$ cat config.mk
export PLATFORM = sky130hd
export DESIGN_NAME = pfail_guard
export DESIGN_NICKNAME = d
export VERILOG_FILES = /design/src/rtl/pfg_pkg.sv /design/src/rtl/pfg_flag_qual.sv /design/src/rtl/pfg_holdoff.sv /design/src/rtl/pfg_mode_fsm.sv /design/src/rtl/pfail_guard.sv
export SDC_FILE = /design/constraint.sdc
export NUM_CORES = 1
export LEC_CHECK = 0
export BUFFER_PORTS_ARGS = -buffer_cell sky130_fd_sc_hd__buf_2
export CAP_MARGIN = 20
export CORE_MARGIN = 10
export CORE_UTILIZATION = 45
export CTS_BUF_LIST = sky130_fd_sc_hd__clkbuf_4 sky130_fd_sc_hd__clkbuf_8 sky130_fd_sc_hd__clkbuf_16
export DETAILED_ROUTE_END_ITERATION = 8
export PLACE_DENSITY = 0.67
export RECOVER_POWER = 50
export SLEW_MARGIN = 20
export SYNTH_ARGS = -nofsm -noshare
export SYNTH_HDL_FRONTEND = slang
export SYNTH_HIERARCHICAL = 1
export SYNTH_SLANG_ARGS = --single-unit
$ cat constraint.sdc
create_clock -name clk -period 1.7 [get_ports clk]
set_input_delay 0.085 -clock clk [delete_from_list [all_inputs] [get_ports clk]]
set_output_delay 0.085 -clock clk [all_outputs]
set_load 0.02 [all_outputs]
$ cat src/rtl/pfg_pkg.sv
package pfg_pkg;
    typedef enum logic [1:0] {
        ST_PROT    = 2'd0,
        ST_BATT    = 2'd1,
        ST_RECOVER = 2'd2,
        ST_NORMAL  = 2'd3
    } pfg_state_e;

    localparam int FLAG_HI  = 0;
    localparam int FLAG_LO  = 1;
    localparam int FLAG_SW  = 2;
    localparam int NUM_FLAG = 3;
endpackage

$ cat src/rtl/pfg_flag_qual.sv
module pfg_flag_qual #(
    parameter int FILT_LEN = 3,
    parameter bit RST_VAL  = 1'b0
) (
    input  logic clk,
    input  logic rst_n,
    input  logic raw_i,
    output logic qual_o
);
    localparam int FW = (FILT_LEN > 1) ? $clog2(FILT_LEN) : 1;

    logic          sync_a, sync_b;
    logic [FW-1:0] run_cnt;

    always_ff @(posedge clk or negedge rst_n) begin
        if (!rst_n) begin
            sync_a <= RST_VAL;
            sync_b <= RST_VAL;
        end else begin
            sync_a <= raw_i;
            sync_b <= sync_a;
        end
    end

    always_ff @(posedge clk or negedge rst_n) begin
        if (!rst_n) begin
            qual_o  <= RST_VAL;
            run_cnt <= '0;
        end else if (sync_b == qual_o) begin
            run_cnt <= '0;
        end else if (run_cnt == FW'(FILT_LEN - 1)) begin
            qual_o  <= sync_b;
            run_cnt <= '0;
        end else begin
            run_cnt <= run_cnt + 1'b1;
        end
    end


    qual_follows_sync_chk: assert property (@(posedge clk) disable iff (!rst_n)
        !$stable(qual_o) |-> (qual_o == $past(sync_b)));
endmodule

$ cat src/rtl/pfg_holdoff.sv
module pfg_holdoff #(
    parameter int REC_CYC = 8_000_000
) (
    input  logic clk,
    input  logic rst_n,
    input  logic run_i,
    output logic done_o
);
    localparam int CW = (REC_CYC > 1) ? $clog2(REC_CYC) : 1;
    localparam logic [CW-1:0] LAST = CW'(REC_CYC - 1);

    logic [CW-1:0] cnt;

    always_ff @(posedge clk or negedge rst_n) begin
        if (!rst_n)            cnt <= '0;
        else if (!run_i)       cnt <= '0;
        else if (cnt != LAST)  cnt <= cnt + 1'b1;
    end

    assign done_o = run_i && (cnt == LAST);


    cnt_limit_chk: assert property (@(posedge clk) disable iff (!rst_n)
        cnt <= LAST);

    cnt_clear_chk: assert property (@(posedge clk) disable iff (!rst_n)
        !run_i |=> (cnt == '0));
endmodule

$ cat src/rtl/pfg_mode_fsm.sv
module pfg_mode_fsm
    import pfg_pkg::*;
(
    input  logic clk,
    input  logic rst_n,
    input  logic hi_q,
    input  logic lo_q,
    input  logic sw_q,
    input  logic hold_done,
    output logic hold_run,
    output logic wp_o,
    output logic bat_sel_o,
    output logic ready_o
);
    pfg_state_e state, state_nx;
    logic       supply_good;

    assign supply_good = hi_q && !lo_q;

    always_comb begin
        state_nx = state;
        unique case (state)
            ST_NORMAL: begin
                if (sw_q)              state_nx = ST_BATT;
                else if (!supply_good) state_nx = ST_PROT;
            end
            ST_PROT: begin
                if (sw_q)              state_nx = ST_BATT;
                else if (supply_good)  state_nx = ST_RECOVER;
            end
            ST_RECOVER: begin
                if (sw_q)              state_nx = ST_BATT;
                else if (!supply_good) state_nx = ST_PROT;
                else if (hold_done)    state_nx = ST_NORMAL;
            end
            ST_BATT: begin
                if (!sw_q)             state_nx = ST_PROT;
            end
            default:                   state_nx = ST_PROT;
        endcase
    end

    always_ff @(posedge clk or negedge rst_n) begin
        if (!rst_n) state <= ST_PROT;
        else        state <= state_nx;
    end

    always_comb begin
        wp_o      = 1'b1;
        bat_sel_o = 1'b0;
        ready_o   = 1'b0;
        hold_run  = 1'b0;
        unique case (state)
            ST_NORMAL:  begin wp_o = 1'b0; ready_o = 1'b1; end
            ST_BATT:    bat_sel_o = 1'b1;
            ST_RECOVER: hold_run = 1'b1;
            default:    ;
        endcase
    end


    normal_entry_chk: assert property (@(posedge clk) disable iff (!rst_n)
        $rose(ready_o) |-> ($past(hold_done) && $past(state) == ST_RECOVER));

    normal_exit_chk: assert property (@(posedge clk) disable iff (!rst_n)
        (state == ST_NORMAL && (lo_q || !hi_q)) |=> (state != ST_NORMAL));

    batt_entry_chk: assert property (@(posedge clk) disable iff (!rst_n)
        sw_q |=> (state == ST_BATT));

    batt_exit_chk: assert property (@(posedge clk) disable iff (!rst_n)
        (state == ST_BATT && !sw_q) |=> (state == ST_PROT));
endmodule

$ cat src/rtl/pfail_guard.sv
module pfail_guard
    import pfg_pkg::*;
#(
    parameter int FILT_LEN = 3,
    parameter int REC_CYC  = 8_000_000
) (
    input  logic clk,
    input  logic rst_n,
    input  logic sup_above_hi,
    input  logic sup_below_lo,
    input  logic sup_below_sw,
    output logic wp_o,
    output logic bat_sel_o,
    output logic ready_o
);
    localparam logic [NUM_FLAG-1:0] FLAG_RST = 3'b010;

    logic [NUM_FLAG-1:0] raw_flags, qual_flags;
    logic                hold_run, hold_done;

    assign raw_flags = {sup_below_sw, sup_below_lo, sup_above_hi};

    for (genvar g = 0; g < NUM_FLAG; g++) begin : g_qual
        pfg_flag_qual #(
            .FILT_LEN (FILT_LEN),
            .RST_VAL  (FLAG_RST[g])
        ) u_qual (
            .clk    (clk),
            .rst_n  (rst_n),
            .raw_i  (raw_flags[g]),
            .qual_o (qual_flags[g])
        );
    end

    pfg_holdoff #(.REC_CYC(REC_CYC)) u_hold (
        .clk    (clk),
        .rst_n  (rst_n),
        .run_i  (hold_run),
        .done_o (hold_done)
    );

    pfg_mode_fsm u_fsm (
        .clk       (clk),
        .rst_n     (rst_n),
        .hi_q      (qual_flags[FLAG_HI]),
        .lo_q      (qual_flags[FLAG_LO]),
        .sw_q      (qual_flags[FLAG_SW]),
        .hold_done (hold_done),
        .hold_run  (hold_run),
        .wp_o      (wp_o),
        .bat_sel_o (bat_sel_o),
        .ready_o   (ready_o)
    );
endmodule

# After elaboration in Yosys (flattened, before gate mapping)
# Index checks and enable logic that the tools add are counted.
# word_totals
out_inout_bits	3
regBits	40
# op_classes
n_addsub	4
reduce_logical	8
bitwise_logic	3
n_mux	21
n_eq_ne	16
# op_table
cell	count
23-bit 2-to-1 mux	2
2-bit 2-to-1 mux	14
23-bit by 1-bit adder with 23-bit output, second input constant	1
23-bit equality test, second input constant	1
23-bit != test, second input constant	1
2-bit equality test, second input constant	5
2-bit one-hot mux with 4 select lines	1
2-bit by 1-bit adder with 2-bit output, second input constant	3
2-bit AND reduction	3
1-bit 2-to-1 mux	4
2-bit != test, second input constant	2
4-bit != test, second input constant	1
4-bit AND reduction	1
1-bit equality test	3
3-bit by 2-bit != test with 1-bit output, second input constant	1
3-bit != test, second input constant	1
1-bit inverter	3
2-bit by 1-bit equality test with 1-bit output, second input constant	1
1-bit logical AND	2
2-bit logical NOT	1
1-bit logical NOT	1

# Depth between registers and ports, before layout
# Gate-level depths: netlist of run 1.
# logic_depth
depth_word	7
ltp_mapped	7
mapped_depth_nobuf	7

# Hierarchy
# The synthesis of run 1 kept the hierarchy.
# modules_own_cells
module	area_each_um2	n_inst	cells_each
pfg_holdoff	1308.8	1	139
pfg_flag_qual (g_qual[0].u_qual ...)	175.2	2	10
pfg_flag_qual (g_qual[1].u_qual)	178.9	1	10
pfg_mode_fsm	113.9	1	10

# Worst setup path before layout of run 1
# No wires, ideal clock.
# synth_timing
kind	reg-to-reg
from	register u_hold.cnt[0]
to	register u_hold.cnt[18]
setup_slack_ns	-0.017
stages_incl_launch_ff	8
t_required_ns	1.560
setup_time_ns	0.140
period_less_slack_ns	1.717
arrival_ns	1.577
path_cell_list	dfrtp_1 ha_1 nand3_1 or2_1 clkbuf_2 buf_2 o311ai_0 o41ai_1
# synth_between
elab_chain_len	3
elab_cells_between_ends	5
# synth_lines
element	line	rtl
from (decl)	pfg_holdoff.sv:12	logic [CW-1:0] cnt;
from (signal assigned)	pfg_holdoff.sv:17	else if (cnt != LAST) cnt <= cnt + 1'b1;
23-bit by 1-bit adder with 23-bit output	pfg_holdoff.sv:17	
23-bit 2-to-1 mux	pfg_holdoff.sv:17	
23-bit 2-to-1 mux	pfg_holdoff.sv:16	else if (!run_i) cnt <= '0;
# Parallel ways exist; a longest one is shown, timed or not. The select of a mux whose other input is x is not followed.
# A chain may end at the register's enable or synchronous reset.

# Final worst setup path of run 1
# layout_timing
from	register u_hold.cnt[8]
to	register u_hold.cnt[21]
# The elaborated chain is that of the path after synthesis.

==> results of run 1 <==
[routing by layer]
metal	GRT usage	vias up	wire (µm)
met4	0.0434	0	42
met1	0.133	820	1880
li1	-	753	-
met5	0	-	0
met3	0.0350	5	176
met2	0.213	41	2370
[logic make-up (layout without fill, tap and decap cells)]
logic type,after synthesis,in the layout,share of synthesized area
fa+ha+maj,1,1,0.00641
simple gates,76,76,0.254
buf+inv,12,55,0.0288
flops,40,40,0.515
xor+xnor,4,4,0.0180
compound gates,37,37,0.124
mux,9,9,0.0538
[metrics by stage]
step / power (mW) / cell area, µm² / instances
2_1_floorplan: 1.59 / 1950 / 179
3_3_place_gp: 1.69 / 2210 / 254
3_5_place_dp: 1.73 / 2210 / 254
4_1_cts: 2.55 / 2380 / 268
5_1_grt: 2.67 / 2500 / 272
6_report: 2.54 / 2500 / 272
[power by group]
group	switching, mW	internal (mW)	total (mW)
Combinational	0.231	0.269	0.500
Clock	0.366	0.442	0.808
Sequential	0.135	1.09	1.23
Total	0.732	1.80	2.54
[worst max path at each step]
stage,start,to
finish,u_hold/cnt[8],u_hold/cnt[21]
global route,u_hold/cnt[9],u_hold/cnt[21]
CTS,u_hold/cnt[22],u_hold/cnt[10]
detailed placement,u_hold/cnt[0],u_hold/cnt[20]
global placement,u_hold/cnt[0],u_hold/cnt[18]
floorplan,u_hold/cnt[0],u_hold/cnt[18]
[synth_stat cells, types with 2 or more instances]
master    count
nand2_1      11
nor3_1        4
o31ai_1       6
o21ai_0       7
dfstp_2       3
dfrtp_1      37
nand2b_1      9
a211oi_1      2
o41ai_1       3
a31oi_1       5
buf_2         2
mux2i_1       6
clkbuf_1      4
and4_1        3
inv_1         4
nor2b_4       4
mux2_4        3
nor3b_1       5
a21oi_1       9
xnor2_1       3
and3_1        5
nand3_1      10
or4_1         6
nor2_1        4
nand4_1       3
or3_1         3
o311ai_0      3
[area by class of cell]
| type | count | area, µm² | share of cell area |
|---|---|---|---|
| Tap cell | 50 | 62.6 | 0.0250 |
| Clock inverter | 3 | 46.3 | 0.0185 |
| Inverter | 4 | 15.0 | 0.00600 |
| Sequential cell | 40 | 1010 | 0.402 |
| Timing Repair Buffer | 43 | 317 | 0.127 |
| Clock buffer | 5 | 68.8 | 0.0275 |
| Multi-Input combinational cell | 127 | 987 | 0.395 |
[flip-flops by register name, indices dropped and copies added, names as in the netlist]
signal                 flops
u_hold/cnt                23
g_qual.u_qual/run_cnt      6
g_qual.u_qual/qual_o       3
g_qual.u_qual/sync_a       3
g_qual.u_qual/sync_b       3
u_fsm/state                2
[critical path, stage by stage (launching register included)]
cell	delay, ns
dfrtp_1	0.36
buf_4	0.14
and4_1	0.24
nand3_2	0.16
or4_1	0.50
a21oi_1	0.21
[repair_timing]
| item | 4_1_cts | 5_1_grt |
|---|---|---|
| hold buffers | 4 | 0 |
| hold endpoints to repair | 40 | 0 |
| pin swaps | 0 | 9 |
| resized for setup | 4 | 23 |
| setup buffers | 2 | 4 |
| setup endpoints to repair | 8 | 18 |
==> summary.txt, run 1 <==
Detailed routing
  – DR DRC count: 0
  – Final WL: 4470 µm
  – DRT iter0 DRCs: 97
  – Routed vias: 1619
  – Antenna-violating nets left: 0
  – Router iterations before antenna repair: 4
  – DR WL/cell: 16.4 µm
  – Via density: 5.95

STA
  – RSZ-0062 raised after global routing: true
  – Max-slew violation count: 0
  – Clk_skew: 0.00521 ns
  – WHS: 0.357 ns
  – Fin crit share: 0.997
  – Worst slew pin tran: 0.978 ns
  – Final setup violation count: 0
  – Fin crit period: 1.69 ns
  – Final WS setup: 0.00581 ns
  – Setup TNS: 0 ns
  – Rel. slew slack: 0.348
  – Max Fclk: 0.590 GHz
  – Final Hold Vio Count: 0

Hold path
  – Hold depth: 0
  – Hold Path Sink: g_qual[2].u_qual/sync_b
  – Hold Path Origin: g_qual[2].u_qual/sync_a
  – HP Class: reg -> reg

Worst setup path
  – R2r startpoint: u_hold/cnt[8]
  – Reg2reg setup slack: 0.006 ns
  – Setup CP Type: reg -> reg
  – Worst setup EP type: flip-flop
  – Req. time, crit path: 1.91 ns
  – Worst r2r dst: u_hold/cnt[21]
  – Arr. time, crit path: 1.91 ns
  – Worst r2r path cells: 5
  – Critical Path Start Type: flip-flop
  – CP max FO: 6

Clock network
  – CTS clock-pin slew for the worst setup and hold paths: 0.08 ns
  – CTS root buffer: clkbuf_8
  – CTS Sinks: 40
  – CTS tree: yes
  – CTS max path bufs: 2
  – Clk_lat worst skew: 0.30 ns
  – Number of H-tree levels: 2
  – TritonCTS buffer count: 5

Power
  – Power Dens Cells: 1010 nW/µm²
  – Worst vdd ir: 0.878 mV
  – P_leak: 1.00 nW

Cells and area
  – Final nets: 227
  – Core Util, Final: 0.612
  – FILL cells: 340
  – Layout cells sized above 1: 0.351
  – # diodes: 0
  – Most frequent cells in the layout: dfrtp_1, buf_4, nand2_1
  – Commonest non-fill, non-tap cell in the layout: dfrtp_1
  – Area growth syn-to-layout: 28.2%

Floorplanning
  – Die height: 85.9 µm
  – Core Region: 4090 µm²
  – Top Ports: 8
  – Die X-Extent: 85.9 µm
  – Starting Density: 0.478
  – Num rows: 23
  – Total die area: 7370 µm²

Placement
  – Placement Setup Slack: -0.193 ns
  – Port bufs: 7
  – HPWL Detailed: 3000 µm
  – Gpl congestion: 0.958

Logic synthesis
  – Unique masters post-synth: 42
  – Synth area leaders: dfrtp_1, dfstp_2, mux2i_1, nand2b_1, nor2b_4
  – Ys Warns: 6
  – Cells after synthesis: 179
  – Synthesized area: 1950 µm²
  – Dominant synthesized flop cell: dfrtp_1
  – Synth top area share: 0.474
  – Post-synthesis register bit count: 40
  – Sequential share of the synthesized area: 0.515
  – Area leader, netlist: dfrtp_1
  – Post-synth net total: 185
  – Mean Syn Cell Area: 10.9 µm²
  – FFs w/ async S/R, synth: 1.00
  – EDFF count, synth: 0

Run
  – Max_cap viols: 0

Global route
  – Global route overflow: 0
  – Global-route wire length before repair: 7310 µm
  – Vias in the first global route: 1587
  – Gr usage total: 0.121
  – Pin count of the biggest net entering global routing: 41
  – Antenna violations before repair: 0

Run status
  – Status: complete, no violations
No activity file was read; power rests on OpenSTA's default activity.
==> inputs of run 2 (changes only) <==
MAX_ROUTING_LAYER = met4   (was unset)
==> summary.txt, run 2 (synthesized netlist as in run 1, its figures left out) <==
STA
  – Max Fclk: 0.591 GHz (was 0.590 GHz)
  – RSZ-0062 raised after global routing: true (unchanged)
  – Rel. slew slack: 0.349 (was 0.348)
  – Worst slew pin tran: 0.976 ns (was 0.978 ns)
  – Clk_skew: 0.00410 ns (was 0.00521 ns)
  – Max-slew violation count: 0 (unchanged)
  – Final setup violation count: 0 (unchanged)
  – Fin crit period: 1.69 ns (about the same)
  – Final Hold Vio Count: 0 (unchanged)
  – Setup TNS: 0 ns (unchanged)
  – Fin crit share: 0.995 (was 0.997)

Floorplanning
  – Die height: 85.9 µm (unchanged)
  – Num rows: 23 (unchanged)
  – Starting Density: 0.478 (unchanged)
  – Core Region: 4090 µm² (unchanged)
  – Top Ports: 8 (unchanged)
  – Total die area: 7370 µm² (unchanged)
  – Die X-Extent: 85.9 µm (unchanged)

Global route
  – Pin count of the biggest net entering global routing: 41 (unchanged)
  – Gr usage total: 0.124 (was 0.121)
  – Vias in the first global route: 1582 (was 1587)
  – Antenna violations before repair: 0 (unchanged)
  – Global-route wire length before repair: 7310 µm (unchanged)
  – Global route overflow: 0 (unchanged)

Clock network
  – Clk_lat worst skew: 0.30 ns (about the same)
  – CTS max path bufs: 2 (unchanged)
  – TritonCTS buffer count: 5 (unchanged)
  – CTS root buffer: clkbuf_8 (unchanged)
  – Number of H-tree levels: 2 (unchanged)
  – CTS clock-pin slew for the worst setup and hold paths: 0.08 ns (about the same)
  – CTS tree: yes (unchanged)
  – CTS Sinks: 40 (unchanged)

Cells and area
  – Area growth syn-to-layout: 28.2% (unchanged)
  – Core Util, Final: 0.612 (unchanged)
  – Non-filler cells, final: 272 (unchanged)
  – Most frequent cells in the layout: dfrtp_1, buf_4, nand2_1 (unchanged)
  – Commonest non-fill, non-tap cell in the layout: dfrtp_1 (unchanged)
  – Final nets: 227 (unchanged)
  – Max FFs per register: 23 (unchanged)
  – # diodes: 0 (unchanged)
  – Layout cells sized above 1: 0.351 (unchanged)
  – FILL cells: 340 (unchanged)
  – Most flops, register: u_hold/cnt (unchanged)
  – Fin area: 2500 µm² (unchanged)
  – Biggest regs: u_hold/cnt: 23 flops, g_qual.u_qual/run_cnt: 6 flops (unchanged)

Hold path
  – Hold Path Origin: g_qual[2].u_qual/sync_a (unchanged)
  – HP Class: reg -> reg (unchanged)

Detailed routing
  – DR WL/cell: 16.4 µm (about the same)
  – Antenna-violating nets left: 0 (unchanged)
  – Final WL: 4450 µm (was 4470 µm)
  – DRT iter0 DRCs: 118 (was 97)
  – Routed vias: 1594 (was 1619)
  – Via density: 5.86 (was 5.95)
  – Router iterations before antenna repair: 4 (unchanged)
  – DR DRC count: 0 (unchanged)

Worst setup path
  – Worst setup EP type: flip-flop (unchanged)
  – Worst setup path endpoint: u_hold/cnt[21] (unchanged)
  – Worst Setup SP: u_hold/cnt[8] (unchanged)
  – Setup CP Type: reg -> reg (unchanged)
  – CP max FO: 6 (unchanged)
  – Worst r2r path cells: 5 (unchanged)
  – R2r startpoint: u_hold/cnt[8] (unchanged)
  – Critical Path Start Type: flip-flop (unchanged)
  – Worst r2r dst: u_hold/cnt[21] (unchanged)
  – Reg2reg setup slack: 0.008 ns (was 0.006 ns)
  – Req. time, crit path: 1.91 ns (about the same)
  – Arr. time, crit path: 1.90 ns (was 1.91 ns)

Power
  – Worst vdd ir: 0.876 mV (was 0.878 mV)
  – Total power: 2.53 mW (was 2.54 mW)
  – Power Dens Cells: 1010 nW/µm² (about the same)
  – P_leak: 1.00 nW (unchanged)

Placement
  – Placement Cell Area: 2210 µm² (unchanged)
  – Inst Count DP: 254 (unchanged)
  – HPWL Detailed: 3000 µm (unchanged)
  – Gpl congestion: 0.975 (was 0.958)
  – Port bufs: 7 (unchanged)

Run status
  – Status: complete, no violations (unchanged)

Run
  – Max_cap viols: 0 (unchanged)
run 2: area by class of cell:
type | count | area, µm² | area share
Sequential cell | 40 | 1010 | 0.402
Multi-Input combinational cell | 127 | 987 | 0.395
Timing Repair Buffer | 43 | 317 | 0.127
Clock buffer | 5 | 68.8 | 0.0275
Tap cell | 50 | 62.6 | 0.0250
Clock inverter | 3 | 46.3 | 0.0185
Inverter | 4 | 15.0 | 0.00600
run 2: worst min-delay path by stage:
| stage | depth (start not counted) | slack (ns) | to |
|---|---|---|---|
| floorplan | 0 | -0.21 | g_qual[0].u_qual/qual_o |
| global placement | 2 | 0.16 | u_hold/cnt[21] |
| detailed placement | 2 | 0.17 | u_hold/cnt[21] |
| CTS | 0 | 0.36 | g_qual[2].u_qual/sync_b |
| global route | 0 | 0.37 | g_qual[1].u_qual/sync_b |
| finish | 0 | 0.36 | g_qual[2].u_qual/sync_b |
run 2: repair_timing:
item,4_1_cts,5_1_grt
setup endpoints to repair,8,18
gates resized for setup,4,23
pin swaps,0,9
buffers inserted,2,4
hold buffers,4,0
endpoints found under the hold margin,40,0
run 2: worst max-delay path, stage by stage, from the launching register on:
cell and delay, ns:
dfrtp_1 0.36, buf_4 0.14, and4_1 0.24, nand3_2 0.16, or4_1 0.50, a21oi_1 0.21
run 2: per-stage QoR:
step	hold slack (ns)	worst slack, ns
after CTS	0.361	0.00288
after global routing	0.373	-0.0852
final	0.357	0.00800
after global placement	0.165	-0.0477
after detailed placement	0.173	-0.193
after floorplan	-0.211	-0.00621
run 2: power by group:
part | switching [mW] | internal, mW
Sequential | 0.136 | 1.09
Clock | 0.363 | 0.442
Combinational | 0.229 | 0.269
run 2: per-layer routing:
layer  share of wire  vias to the layer above  global-route usage
met5               0                        -                   -
met1            0.41                      796               0.134
met2            0.53                       41               0.213
li1                -                      752                   -
met3           0.043                        5              0.0350
met4          0.0097                        0              0.0434
